<file path="src/rtl/isr_pkg.sv">
package isr_pkg;

  typedef enum logic [1:0] {
    ST_PRE  = 2'd0,
    ST_CMD  = 2'd1,
    ST_WORD = 2'd2
  } isr_state_t;

  typedef struct packed {
    logic shiftEn;
    logic loadWord;
    logic loadNop;
  } isr_strobe_t;

endpackage

</file>
<file path="src/rtl/isr_dpath.sv">
module isr_dpath
  import isr_pkg::*;
#(
  parameter int WORD_W      = 24,
  parameter int CODE_W      = 4,
  parameter int SYNC_STAGES = 2,
  parameter logic [WORD_W-1:0] NOP_WORD = '0
) (
  input  logic              clk,
  input  logic              rst_n,
  input  logic              serClk,
  input  logic              serData,
  input  isr_strobe_t       strobe,
  output logic              bitEdge,
  output logic [CODE_W-1:0] codeBits,
  output logic [WORD_W-1:0] insnWord
);

  localparam int LAST_STAGE = SYNC_STAGES - 1;

  logic [SYNC_STAGES-1:0] clkSync;
  logic [SYNC_STAGES-1:0] datSync;
  logic                   clkPrev;
  logic [WORD_W-1:0]      shiftReg;
  logic [WORD_W-1:0]      shiftNext;

  // synchronizer chains, one stage per generate iteration
  for (genvar g = 0; g < SYNC_STAGES; g++) begin : g_sync
    always_ff @(posedge clk or negedge rst_n) begin
      if (!rst_n) begin
        clkSync[g] <= 1'b0;
        datSync[g] <= 1'b0;
      end else if (g == 0) begin
        clkSync[g] <= serClk;
        datSync[g] <= serData;
      end else begin
        clkSync[g] <= clkSync[(g > 0) ? g - 1 : 0];
        datSync[g] <= datSync[(g > 0) ? g - 1 : 0];
      end
    end
  end

  always_ff @(posedge clk or negedge rst_n) begin
    if (!rst_n) clkPrev <= 1'b0;
    else        clkPrev <= clkSync[LAST_STAGE];
  end

  assign bitEdge   = clkSync[LAST_STAGE] & ~clkPrev;
  // bits enter at the top, so the first bit ends at bit 0
  assign shiftNext = {datSync[LAST_STAGE], shiftReg[WORD_W-1:1]};
  assign codeBits  = shiftNext[WORD_W-1 -: CODE_W];

  always_ff @(posedge clk or negedge rst_n) begin
    if (!rst_n)              shiftReg <= '0;
    else if (strobe.shiftEn) shiftReg <= shiftNext;
  end

  always_ff @(posedge clk or negedge rst_n) begin
    if (!rst_n)               insnWord <= NOP_WORD;
    else if (strobe.loadWord) insnWord <= shiftNext;
    else if (strobe.loadNop)  insnWord <= NOP_WORD;
  end

endmodule

</file>
<file path="src/rtl/isr_ctrl.sv">
module isr_ctrl
  import isr_pkg::*;
#(
  parameter int WORD_W  = 24,
  parameter int CODE_W  = 4,
  parameter int PRE_LEN = 9,
  parameter logic [CODE_W-1:0] SIX_CODE = '0
) (
  input  logic              clk,
  input  logic              rst_n,
  input  logic              bitEdge,
  input  logic [CODE_W-1:0] codeBits,
  output isr_strobe_t       strobe,
  output logic              execStb,
  output logic              cpuSuspend,
  output logic              badCode
);

  localparam int MAX_LEN = (WORD_W > PRE_LEN) ? WORD_W : PRE_LEN;
  localparam int CNT_W   = $clog2(MAX_LEN);
  localparam logic [CNT_W-1:0] PRE_LAST  = CNT_W'(PRE_LEN - 1);
  localparam logic [CNT_W-1:0] WORD_LAST = CNT_W'(WORD_W - 1);
  localparam logic [CNT_W-1:0] CODE_LAST = CNT_W'(CODE_W - 1);

  isr_state_t       state, stateN;
  logic [CNT_W-1:0] cnt, cntN;
  logic             execN, badN;

  always_comb begin
    stateN = state;
    cntN   = cnt;
    strobe = '0;
    execN  = 1'b0;
    badN   = 1'b0;
    if (bitEdge) begin
      cntN = cnt + 1'b1;
      unique case (state)
        ST_PRE: begin
          if (cnt == '0) begin
            strobe.loadNop = 1'b1;
            execN          = 1'b1;
          end
          if (cnt == PRE_LAST) begin
            stateN = ST_WORD;
            cntN   = '0;
          end
        end
        ST_WORD: begin
          strobe.shiftEn = 1'b1;
          if (cnt == WORD_LAST) begin
            strobe.loadWord = 1'b1;
            execN           = 1'b1;
            stateN          = ST_CMD;
            cntN            = '0;
          end
        end
        ST_CMD: begin
          strobe.shiftEn = 1'b1;
          if (cnt == CODE_LAST) begin
            cntN = '0;
            if (codeBits == SIX_CODE) stateN = ST_WORD;
            else                      badN   = 1'b1;
          end
        end
        default: begin
          stateN = ST_PRE;
          cntN   = '0;
        end
      endcase
    end
  end

  always_ff @(posedge clk or negedge rst_n) begin
    if (!rst_n) begin
      state      <= ST_PRE;
      cnt        <= '0;
      execStb    <= 1'b0;
      badCode    <= 1'b0;
      cpuSuspend <= 1'b0;
    end else begin
      state      <= stateN;
      cnt        <= cntN;
      execStb    <= execN;
      badCode    <= badN;
      cpuSuspend <= (stateN == ST_WORD);
    end
  end

endmodule

</file>
<file path="src/rtl/insn_inject_rx.sv">
module insn_inject_rx
  import isr_pkg::*;
#(
  parameter int WORD_W      = 24,
  parameter int CODE_W      = 4,
  parameter int PRE_LEN     = 9,
  parameter int SYNC_STAGES = 2
) (
  input  logic              clk,
  input  logic              rst_n,
  input  logic              serClk,
  input  logic              serData,
  output logic [WORD_W-1:0] insnWord,
  output logic              execStb,
  output logic              cpuSuspend,
  output logic              badCode
);

  isr_strobe_t       strobe;
  logic              bitEdge;
  logic [CODE_W-1:0] codeBits;

  isr_ctrl #(
    .WORD_W(WORD_W), .CODE_W(CODE_W), .PRE_LEN(PRE_LEN), .SIX_CODE('0)
  ) u_ctrl (
    .clk(clk), .rst_n(rst_n), .bitEdge(bitEdge), .codeBits(codeBits),
    .strobe(strobe), .execStb(execStb), .cpuSuspend(cpuSuspend),
    .badCode(badCode)
  );

  isr_dpath #(
    .WORD_W(WORD_W), .CODE_W(CODE_W), .SYNC_STAGES(SYNC_STAGES),
    .NOP_WORD('0)
  ) u_dpath (
    .clk(clk), .rst_n(rst_n), .serClk(serClk), .serData(serData),
    .strobe(strobe), .bitEdge(bitEdge), .codeBits(codeBits),
    .insnWord(insnWord)
  );

endmodule

</file>
<file path="config.mk">
export PLATFORM = sky130hd
export DESIGN_NAME = insn_inject_rx
export DESIGN_NICKNAME = d
export VERILOG_FILES = /design/src/rtl/isr_pkg.sv /design/src/rtl/isr_dpath.sv /design/src/rtl/isr_ctrl.sv /design/src/rtl/insn_inject_rx.sv
export SDC_FILE = /design/constraint.sdc
export NUM_CORES = 1
export LEC_CHECK = 0
export CAP_MARGIN = 20
export CORE_MARGIN = 2
export CORE_UTILIZATION = 59
export CTS_CLUSTER_DIAMETER = 30
export DETAILED_ROUTE_END_ITERATION = 8
export PLACE_DENSITY_LB_ADDON = 0.1
export REMOVE_ABC_BUFFERS = 1
export SLEW_MARGIN = 10
export SYNTH_ARGS = -nofsm -noshare
export SYNTH_HDL_FRONTEND = slang
export SYNTH_SLANG_ARGS = --single-unit
</file>
<file path="constraint.sdc">
create_clock -name clk -period 3.2 [get_ports clk]
set_input_delay 0.8 -clock clk [delete_from_list [all_inputs] [get_ports clk]]
set_output_delay 0.8 -clock clk [all_outputs]
set_load 0.05 [all_outputs]
</file>
==> impl_metrics.json <==
{
  "cts_setup_buffers": 0,
  "async_flop_share": 1.00,
  "layout-drive-gt1-share": 0.224,
  "syn-cell-area_mm2": 0.00252,
  "yosysTopAreaCell": "dfrtp_1",
  "critPathSlowestCell": "clkdlybuf4s50_1",
  "ys.flop_type": "dfrtp_1",
  "tritoncts": "done",
  "max_slew_margin": 0.372,
  "ios": 31,
  "place_ws_ns": 1.11,
  "viasPerCell": 5.96,
  "synth_commonest_cells": "dfrtp_1 (62), a22o_1 (24), mux2_2 (23)",
  "p_sw_frac": 0.287,
  "seq_area_frac_synth": 0.615,
  "h-tree-depth": 3,
  "crit_arrival_ns": 1.52,
  "fmax_ghz": 0.432,
  "path_cells": "clkdlybuf4s50_1",
  "worst_setup_path_start_kind": "flip-flop",
  "n_antenna_cell": 0,
  "pwr-share-clk": 0.327,
  "ant_nets": 0,
  "hold_class": "flip-flop to flip-flop",
  "crit_family": "buffers and inverters",
  "grt_pass1_wl_um": 8340,
  "drc_errors": 0,
  "internal_power_uw": 1220,
  "area_delta_synth_final_pct": 19.9,
  "clock-sinks": 62,
  "grt_setup_unrepaired": "false",
  "cp-end-kind": "primary output",
  "route.vias.total": 1602,
  "wire_per_inst_um": 18.1,
  "syn_area_per_cell_um2": 14.1,
  "timing.setup.tns_ns": 0,
  "drv_slew": 0,
  "die_x_um": 69.4,
  "initial_core_util": 0.621,
  "p_comb_frac": 0.151,
  "antenna_found_initial": 0,
  "ys_ff_latch": 62,
  "gr-total-overflow": 0,
  "grt_pass1_vias": 1660,
  "post_cts_resized": 0,
  "drtIter0Drc": 129,
  "place.port_buffers": 30,
  "layout.nets": 225,
  "track_usage": 0.227,
  "yosys-top-cells-area": "dfrtp_1 (62%), mux2_2 (10%), a22o_1 (8.3%), ha_1 (3.0%), buf_2 (1.2%)",
  "path_buf_inv": 1,
  "clkLatencyLatePin_ns": 0.33,
  "max-cap-violations": 0,
  "seq_power_share": 0.521,
  "grt_max_degree": 45,
  "cp_max_fo": 2,
  "gp_congestion": 0.878,
  "firstDrtPassIters": 4,
  "crit_type": "flip-flop to primary output",
  "post-route-min-period_ns": 2.32,
  "status": "finished, final reports clean",
  "ctsHoldBuffers": 0,
  "fin_crit_sh": 0.724,
  "clock_skew_ns": 0.00491,
  "wl_um": 4860,
  "ff2ff_setup_slack_ns": 1.06,
  "dieHeight_um": 69.4,
  "hold_viol": 0,
  "place_hpwl_um": 3180,
  "setup_slack_ns": 0.885,
  "ctsRootBufferMaster": "clkbuf_8",
  "synth.top_cell.area_share": 0.615,
  "p_switching_uw": 490,
  "num_rows": 23,
  "clockBufferDepth": 2,
  "vdd_ir_drop_max_uv": 417,
  "synth.distinct_cells": 38,
  "cp.required_ns": 2.40,
  "yosysWarnings": 0,
  "synth_edf_count": 0,
  "clkTransAtPathRegs_ns": 0.06,
  "finalSetupViolations": 0,
  "cts_made_buffers": 9,
  "die-area_mm2": 0.00481,
  "p_leak_uw": 0.00146,
  "worst_pin_slew_ns": 0.942,
  "powerDensity_mw_per_mm2": 565,
  "core_mm2": 0.00406,
  "cpPeakStageDelay_ns": 0.82,
  "postSynthCellCount": 179,
  "yosysMostFrequentCell": "dfrtp_1"
}
==> stage by stage <==
step / hold WS (ns) / power [µW] / instance area (µm²) / cells / util
after detailed placement: 0.340 / 1160 / 2870 / 254 / 0.707
after global placement: 0.333 / 1140 / 2870 / 254 / 0.707
after floorplan: 0.331 / 1080 / 2460 / 168 / -
after CTS: 0.355 / 1720 / 3020 / 269 / 0.745
final: 0.352 / 1710 / 3020 / 269 / 0.745
after global routing: 0.371 / 1790 / 3020 / 269 / 0.745
==> path summary, 6_finish.rpt <==
check | startpoint | to | cells after the start
max | u_dpath.insnWord[21] | insnWord[21] | 1
min | u_dpath.datSync[0] | u_dpath.codeBits[3] | 0
max reg2reg | u_ctrl.state[0] | u_dpath.insnWord[1] | 7
min reg2reg | u_dpath.datSync[0] | u_dpath.codeBits[3] | 0
max in group asynchronous | rst_n | u_dpath.shiftReg[2] | 2
min in group asynchronous | rst_n | u_dpath.clkPrev | 1
==> state kept, by name, summed over array words and instances (netlist names) <==
register / cells
u_dpath.insnWord: 24
u_dpath.shiftReg: 23
u_ctrl.cnt: 5
u_ctrl.state: 2
u_dpath.clkSync: 2
u_ctrl.badCode: 1
u_ctrl.cpuSuspend: 1
u_ctrl.execStb: 1
u_dpath.clkPrev: 1
u_dpath.codeBits: 1
u_dpath.datSync: 1
==> cell usage in the layout, fill, tap and decap left out, drive strengths merged, types with 5 or more instances in the layout <==
cell type / count
a22o: 24
dfrtp: 62
nand2: 5
mux2: 23
clkdlybuf4s50: 29
ha: 6
clkbuf: 10
buf: 7
inv: 6
==> power by group through the flow <==
stage	clock network [µW]	registers (µW)	logic, µW
3_3_place_gp	0	898	246
6_report	558	890	258
4_1_cts	574	888	258
3_5_place_dp	0	903	256
2_1_floorplan	0	904	172
5_1_grt	612	898	284
==> routing by layer <==
| layer | wire, µm | up-vias | GRT usage |
|---|---|---|---|
| met5 | 0 | - | 0 |
| met1 | 2240 | 804 | 0.305 |
| met3 | 246 | 8 | 0.0828 |
| li1 | - | 739 | - |
| met2 | 2320 | 51 | 0.340 |
| met4 | 63 | 0 | 0.0828 |
==> area by class of cell <==
type                            count  area [µm²]
Clock buffer                       10         128
Timing Repair Buffer               36         340
Multi-Input combinational cell    100         891
Tap cell                           50        62.6
Fill cell                         247        1030
Sequential cell                    62        1550
Clock inverter                      5        27.5
Inverter                            6        22.5
==> cell families after synthesis <==
logic type                 count (synthesis)  share of synthesized area
DFF                                       62                      0.615
AOI/OAI and AO/OA                         42                      0.137
and+or+nand+nor                           28                     0.0799
muxes                                     24                      0.107
buffers and inverters                     17                     0.0313
adders and majority gates                  6                     0.0298
Power figures use the tool's default switching activity.
